File: src/rtl/dbuf_pkg.sv
package dbuf_pkg;

    typedef enum logic [1:0] {
        RX_IDLE = 2'd0,
        RX_FILL = 2'd1,
        RX_DROP = 2'd2
    } rx_state_e;

endpackage

File: src/rtl/dbuf_rx_fsm.sv
module dbuf_rx_fsm
    import dbuf_pkg::*;
#(
    parameter int MAX_PKT = 64,
    localparam int ADDR_W = $clog2(MAX_PKT),
    localparam int LEN_W  = $clog2(MAX_PKT + 1)
) (
    input  logic              clk,
    input  logic              rst_n,
    input  logic              pkt_start,
    input  logic              pkt_byte,
    input  logic              pkt_end,
    input  logic              tgt_ok,
    input  logic              tgt_sel,
    output logic              nak,
    output logic              wr_en,
    output logic              wr_sel,
    output logic [ADDR_W-1:0] wr_off,
    output logic              commit,
    output logic              commit_sel,
    output logic [LEN_W-1:0]  commit_len
);

    rx_state_e        state_q, state_d;
    logic [LEN_W-1:0] cnt_q;
    logic             sel_q;
    logic             room;

    assign room = (cnt_q < LEN_W'(MAX_PKT));

    // state register
    always_ff @(posedge clk or negedge rst_n) begin
        if (!rst_n) begin
            state_q <= RX_IDLE;
        end else begin
            state_q <= state_d;
        end
    end

    // transitions
    always_comb begin
        state_d = state_q;
        unique case (state_q)
            RX_IDLE: begin
                if (pkt_start) begin
                    state_d = tgt_ok ? RX_FILL : RX_DROP; // START_ACCEPT / START_NAK
                end
            end
            RX_FILL: begin
                if (pkt_end) state_d = RX_IDLE;           // FILL_END
            end
            RX_DROP: begin
                if (pkt_end) state_d = RX_IDLE;           // DROP_END
            end
            default: state_d = RX_IDLE;
        endcase
    end

    // byte counter and target latch
    always_ff @(posedge clk or negedge rst_n) begin
        if (!rst_n) begin
            cnt_q <= '0;
            sel_q <= 1'b0;
        end else if (state_q == RX_IDLE && pkt_start && tgt_ok) begin
            cnt_q <= '0;
            sel_q <= tgt_sel;
        end else if (state_q == RX_FILL && pkt_byte && room) begin
            cnt_q <= cnt_q + 1'b1;
        end
    end

    // outputs
    always_comb begin
        nak        = 1'b0;
        wr_en      = 1'b0;
        commit     = 1'b0;
        wr_sel     = sel_q;
        wr_off     = cnt_q[ADDR_W-1:0];
        commit_sel = sel_q;
        commit_len = cnt_q;
        unique case (state_q)
            RX_IDLE: nak    = pkt_start && !tgt_ok;
            RX_FILL: begin
                wr_en  = pkt_byte && room;
                commit = pkt_end;
            end
            RX_DROP: ;
            default: ;
        endcase
    end

endmodule

File: src/rtl/dbuf_bank.sv
module dbuf_bank #(
    parameter int MAX_PKT = 64,
    localparam int LEN_W = $clog2(MAX_PKT + 1)
) (
    input  logic             clk,
    input  logic             rst_n,
    input  logic             commit,
    input  logic             commit_sel,
    input  logic [LEN_W-1:0] commit_len,
    input  logic             clr,
    output logic             tgt_ok,
    output logic             tgt_sel,
    output logic             act_sel,
    output logic             act_full,
    output logic [LEN_W-1:0] act_len,
    output logic [1:0]       full
);

    localparam int NBUF = 2;

    logic             act_q;
    logic             clr_take;
    logic [LEN_W-1:0] len_v [NBUF];

    assign clr_take = clr && full[act_q];

    for (genvar b = 0; b < NBUF; b++) begin : g_buf
        logic             full_q;
        logic [LEN_W-1:0] len_q;
        always_ff @(posedge clk or negedge rst_n) begin
            if (!rst_n) begin
                full_q <= 1'b0;
                len_q  <= '0;
            end else if (commit && commit_sel == 1'(b)) begin
                full_q <= 1'b1;
                len_q  <= commit_len;
            end else if (clr_take && act_q == 1'(b)) begin
                full_q <= 1'b0;
            end
        end
        assign full[b]  = full_q;
        assign len_v[b] = len_q;
    end

    always_ff @(posedge clk or negedge rst_n) begin
        if (!rst_n) begin
            act_q <= 1'b0;
        end else if (clr_take) begin
            act_q <= ~act_q;
        end
    end

    assign tgt_ok   = !(full[0] && full[1]);
    assign tgt_sel  = full[act_q] ? ~act_q : act_q;
    assign act_sel  = act_q;
    assign act_full = full[act_q];
    assign act_len  = len_v[act_q];

endmodule

File: src/rtl/dbuf_irq.sv
module dbuf_irq (
    input  logic clk,
    input  logic rst_n,
    input  logic set,
    input  logic clr,
    output logic flag
);

    always_ff @(posedge clk or negedge rst_n) begin
        if (!rst_n) begin
            flag <= 1'b0;
        end else if (set) begin
            flag <= 1'b1;
        end else if (clr) begin
            flag <= 1'b0;
        end
    end

endmodule

File: src/rtl/dbuf_out_ep.sv
module dbuf_out_ep #(
    parameter int MAX_PKT = 64,
    parameter int DATA_W  = 8,
    localparam int ADDR_W = $clog2(MAX_PKT),
    localparam int LEN_W  = $clog2(MAX_PKT + 1)
) (
    input  logic              clk,
    input  logic              rst_n,
    input  logic              pkt_start,
    input  logic              pkt_byte,
    input  logic [DATA_W-1:0] pkt_data,
    input  logic              pkt_end,
    output logic              pkt_nak,
    output logic              wr_en,
    output logic [ADDR_W:0]   wr_addr,
    output logic [DATA_W-1:0] wr_data,
    input  logic              clr_buf,
    input  logic [ADDR_W-1:0] rd_offset,
    output logic [ADDR_W:0]   rd_addr,
    output logic              act_sel,
    output logic              act_full,
    output logic [LEN_W-1:0]  act_len,
    output logic [1:0]        buf_full,
    output logic              irq,
    input  logic              irq_clr
);

    logic              tgt_ok, tgt_sel;
    logic              wr_sel;
    logic [ADDR_W-1:0] wr_off;
    logic              commit, commit_sel;
    logic [LEN_W-1:0]  commit_len;

    dbuf_rx_fsm #(.MAX_PKT(MAX_PKT)) u_rx (
        .clk        (clk),
        .rst_n      (rst_n),
        .pkt_start  (pkt_start),
        .pkt_byte   (pkt_byte),
        .pkt_end    (pkt_end),
        .tgt_ok     (tgt_ok),
        .tgt_sel    (tgt_sel),
        .nak        (pkt_nak),
        .wr_en      (wr_en),
        .wr_sel     (wr_sel),
        .wr_off     (wr_off),
        .commit     (commit),
        .commit_sel (commit_sel),
        .commit_len (commit_len)
    );

    dbuf_bank #(.MAX_PKT(MAX_PKT)) u_bank (
        .clk        (clk),
        .rst_n      (rst_n),
        .commit     (commit),
        .commit_sel (commit_sel),
        .commit_len (commit_len),
        .clr        (clr_buf),
        .tgt_ok     (tgt_ok),
        .tgt_sel    (tgt_sel),
        .act_sel    (act_sel),
        .act_full   (act_full),
        .act_len    (act_len),
        .full       (buf_full)
    );

    dbuf_irq u_irq (
        .clk   (clk),
        .rst_n (rst_n),
        .set   (commit),
        .clr   (irq_clr),
        .flag  (irq)
    );

    assign wr_addr = {wr_sel, wr_off};
    assign wr_data = pkt_data;
    assign rd_addr = {act_sel, rd_offset};

endmodule

File: config.mk
export PLATFORM = sky130hd
export DESIGN_NAME = dbuf_out_ep
export DESIGN_NICKNAME = d
export VERILOG_FILES = /design/src/rtl/dbuf_pkg.sv /design/src/rtl/dbuf_rx_fsm.sv /design/src/rtl/dbuf_bank.sv /design/src/rtl/dbuf_irq.sv /design/src/rtl/dbuf_out_ep.sv
export SDC_FILE = /design/constraint.sdc
export NUM_CORES = 1
export LEC_CHECK = 0
export BUFFER_PORTS_ARGS = -buffer_cell sky130_fd_sc_hd__buf_2
export CORE_UTILIZATION = 53
export CTS_BUF_LIST = sky130_fd_sc_hd__clkbuf_8 sky130_fd_sc_hd__clkbuf_16
export CTS_CLUSTER_DIAMETER = 50
export DETAILED_ROUTE_END_ITERATION = 10
export PLACE_DENSITY = 0.85
export SKIP_LAST_GASP = 1
export SYNTH_ARGS = -nofsm -noshare
export SYNTH_HDL_FRONTEND = slang
export SYNTH_HIERARCHICAL = 1
export SYNTH_SLANG_ARGS = --single-unit
File: constraint.sdc
create_clock -name clk -period 3.2 [get_ports clk]
set_input_delay 0.96 -clock clk [delete_from_list [all_inputs] [get_ports clk]]
set_output_delay 0.96 -clock clk [all_outputs]
set_load 0.02 [all_outputs]
## Word-level counts from Yosys, hierarchy flattened

Cells that the tools add are included.
Widths: inputs -> output; s select.

- Register bits: 28
- Logic and storage cells: 61

- Add/sub/neg operators: 1
- Order comparisons: 3
- Eq/ne operators: 4
- Muxes and demuxes: 21
- Bitwise gates (word level): 3
- Reductions and logical operators: 20

Operators with widths:

| kind | number |
|---|---|
| $mux 7 | 5 |
| $logic_and 1x1->1 | 12 |
| $mux 1 | 12 |
| $reduce_bool 2->1 | 4 |
| $add 7x1->7 const B | 1 |
| $lt 7x7->1 const B | 1 |
| $mux 2 | 3 |
| $pmux 2 s2 | 1 |
| $eq 2x1->1 const B | 1 |
| $eq 2x2->1 const B | 1 |
| $ge 2x2->1 const B | 1 |
| $logic_not 2->1 | 1 |
| $lt 1x2->1 const B | 1 |
| $ne 2x1->1 const B | 1 |
| $ne 2x2->1 const B | 1 |
| $not 1->1 | 2 |
| $not 1->2 | 1 |
| $reduce_and 2->1 | 1 |
| $reduce_or 2->1 | 1 |
| $logic_not 1->1 | 1 |

## Depth between registers and ports, before layout

- Depth in word-level cells: 6
- Mapped depth: 6
- Gate-level depth less buffers: 5

## Modules after synthesis

The synthesis kept the hierarchy.

Modules (own cells, without submodules):

| module | instances | cells an instance | area an instance (µm²) | seq. area each (µm²) |
|---|---|---|---|---|
| dbuf_bank | 1 | 54 | 805.8 | 425.4 |
| dbuf_rx_fsm | 1 | 62 | 621.8 | 250.2 |
| dbuf_out_ep | 1 | 16 | 120.1 | 0.0 |
| dbuf_irq | 1 | 3 | 36.3 | 25.0 |

## Worst setup path after synthesis

OpenSTA, ideal clock, no wires.

- Kind: input to output
- From: in pkt_start
- To: out pkt_nak
- Arrival: 1283 ps
- Required time: 2240 ps
- Path slack: 957 ps
- Cell stages on the path: 2
- Buffers on the path: 0
- Cells stage by stage: nand2_1 > nor2_1

- Longest elaborated chain between the ends: 2

RTL lines:

| element | line | RTL |
|---|---|---|
| from (decl) | dbuf_out_ep.sv:9 | `input logic pkt_start,` |
| $logic_and 1x1->1 | dbuf_rx_fsm.sv:82 | `RX_IDLE: nak = pkt_start && !tgt_ok;` |
| $mux 1 | dbuf_rx_fsm.sv:81 | `unique case (state_q)` |
| to (decl) | dbuf_out_ep.sv:13 | `output logic pkt_nak,` |

No other way between the ends.

## Worst setup path after layout

- From: in pkt_byte
- To: out wr_en

- Longest elaborated chain between the ends: 2

RTL lines:

| element | line | RTL |
|---|---|---|
| from (decl) | dbuf_out_ep.sv:10 | `input logic pkt_byte,` |
| $logic_and 1x1->1 | dbuf_rx_fsm.sv:84 | `wr_en = pkt_byte && room;` |
| $mux 1 | dbuf_rx_fsm.sv:81 |  |
| to (decl) | dbuf_out_ep.sv:14 | `output logic wr_en,` |

No other way between the ends.

==> flow_summary.ini <==
[timing]
maxClockFrequency_mhz = 389
setup_slack_ns = 0.629
fin_crit_ns = 2.57
setup_violations = 0
timing.slew.headroom_pct = 59.0
tightest_slew_ns = 0.615
clock_skew_ns = 0.00485
fin_crit_sh_pct = 80.3
finalHoldViolations = 0
setup-tns-final_ns = 0
rsz0062_at_grt = false
slew_violations = 0

[place]
place.gp.congestion = 0.760
hpwl_um = 2000
io_buffers = 28
post-place-ws_ns = 0.635

[finish]
multi_input_area_um2 = 643
ff_latch_area_um2 = 701
layout_common_cells = buf_2, dfrtp_1, mux2_2
nFillCells = 232
drive_gt1_share_pct = 44.2
area_growth_syn_to_layout_pct = 0.316
n_antenna_cell = 0
layout.nets = 163

[die]
die_area_um2 = 3210
dieHeight_um = 56.7
core_area_um2 = 2810
die_x_um = 56.7
initial_utilization_pct = 56.5
ios = 57
core.rowCount = 19

[global_route]
grt_max_degree = 29
grt_pass1_vias = 940
grt_pass1_wl_um = 4420
gr-total-overflow = 0
grt_use_total_pct = 18.2
antenna_found_initial = 0

[synthesis]
synth.yosys.seq_area_share_pct = 44.2
yosysWarnings = 6
synth-seq-cells = 28
syn_avg_cell_area_um2 = 11.7
syn-instance-count = 135
synth_nets = 159
ys_async_sr_fraction_pct = 100
synth_flop_cell = dfrtp_1
synth_edf_count = 0
synth.cell_area_um2 = 1580
ys_types = 34

[worst_setup_path]
cp-end-kind = primary output
cp.arrival_ns = 1.61
critical_path_required_ns = 2.24
startpoint_type = input port
critical_path_class = in -> out
worstPathMaxFanout = 6

[clock_tree]
cts_setup_buffers = 0
cts_made_buffers = 3
insertion_delay_ns = 0.27
cts_tree = done
holdBufCountCts = 0
clkTransAtPathRegs_ns = 0.09
cts_sinks = 28
cts.htree.levels = 1
cts.path.max_buffers = 2
cts-root-buf = clkbuf_8
ctsResizeCount = 0

[detailed_routing]
viasPerCell = 5.59
drt-pass1-iter-count = 7
drt_iter0_markers = 27
num_vias = 944
drc = 8
wl_um = 2790
drt.antenna.violating_nets = 0
wl_per_cell_um = 16.5

[outcome]
outcome = finished, violations left
violations = DRC

[pwr]
p_leak_nw = 0.856
cellPowerDensity_nw_per_um2 = 771
peakVddDrop_v = 0.000443

[hold_path]
hold_class = reg -> reg

[run]
cap_violations = 0
## final timing paths
kind,from,to,slack (ns),cells past startpoint
worst max-delay path,pkt_byte,wr_en,0.63,3
max in group asynchronous,rst_n,u_rx/commit_len[1]$_DFFE_PN0P_,2.11,1
worst max register to register,u_rx/state_q[1]$_DFFE_PN0P_,u_bank/g_buf[0].len_q[0]$_DFFE_PN0P_,1.44,5
min in group asynchronous,rst_n,u_bank/act_sel$_DFFE_PN0N_,0.69,1
worst min-delay path,u_irq/flag$_DFFE_PN0P_,u_irq/flag$_DFFE_PN0P_,0.48,1
worst min register to register,u_irq/flag$_DFFE_PN0P_,u_irq/flag$_DFFE_PN0P_,0.48,1
## metrics by stage
step	cells	hold WS [ns]	util (%)	power, mW	instance area (µm²)
finish	169	0.482	56.6	1.23	1590
global route	169	0.511	56.6	1.30	1590
CTS	169	0.486	56.6	1.24	1590
detailed placement	165	0.465	54.7	1.02	1530
global placement	165	0.457	54.7	0.994	1530
floorplan	135	0.473	-	0.986	1580
## metal layers
metal	global-route usage, %	up-vias	part of all wire (%)
li1	-	447	-
met1	22.7	455	43
met2	30.3	30	50
met3	2.53	12	4.3
met4	10.4	0	2.2
met5	0	-	0
## worst max-delay path, stage by stage
cell and delay, ns:
buf_2 0.09, and3b_1 0.34, buf_2 0.23
## cells in the mapped netlist (all sizes together) (2+ instances only)
master	instances	area share, %
and2	2	0.87
nand2b	3	1.2
nor2	7	1.7
buf	29	14
a22o	3	1.7
nand2	10	2.5
and3	2	0.79
inv	3	0.71
o22ai	2	0.79
nor2b	2	1.3
mux2i	2	1.3
mux2	23	18
dfrtp	28	44
a21o	2	1.0
ha	3	2.4
nand4	2	1.7
a21oi	3	0.95
## power breakdown
part | total (mW) | internal, mW | switching (mW)
clock | 0.212 | 0.110 | 0.102
combinational | 0.475 | 0.211 | 0.264
sequential | 0.538 | 0.428 | 0.111
total | 1.23 | 0.749 | 0.476
## layout make-up
type	instances	area share (%)
clock buffers	4	3.46
inverters	3	0.709
multi-input cells	75	40.5
well taps	31	2.44
repair buffers	28	8.82
flip-flops and latches	28	44.1
## kinds of logic (layout without fill, tap and decap cells)
logic type | count (synthesis) | after routing | synth area share [%]
AO/OA/AOI/OAI | 13 | 13 | 5.77
XOR/XNOR | 2 | 2 | 1.11
adder cells (fa/ha/maj) | 3 | 3 | 2.37
buffers and inverters | 32 | 35 | 15.2
flip-flops | 28 | 28 | 44.2
multiplexers | 25 | 25 | 19.5
AND/OR/NAND/NOR | 32 | 32 | 11.8
## state kept, by name, summed over array words and instances (netlist names)
signal               count
u_rx/commit_sel          1
u_rx/commit_len          7
u_bank/g_buf.full_q      2
u_bank/act_sel           1
u_rx/state_q             2
u_irq/flag               1
u_bank/g_buf.len_q      14
Note: power is estimated with default switching activity, not from simulation.
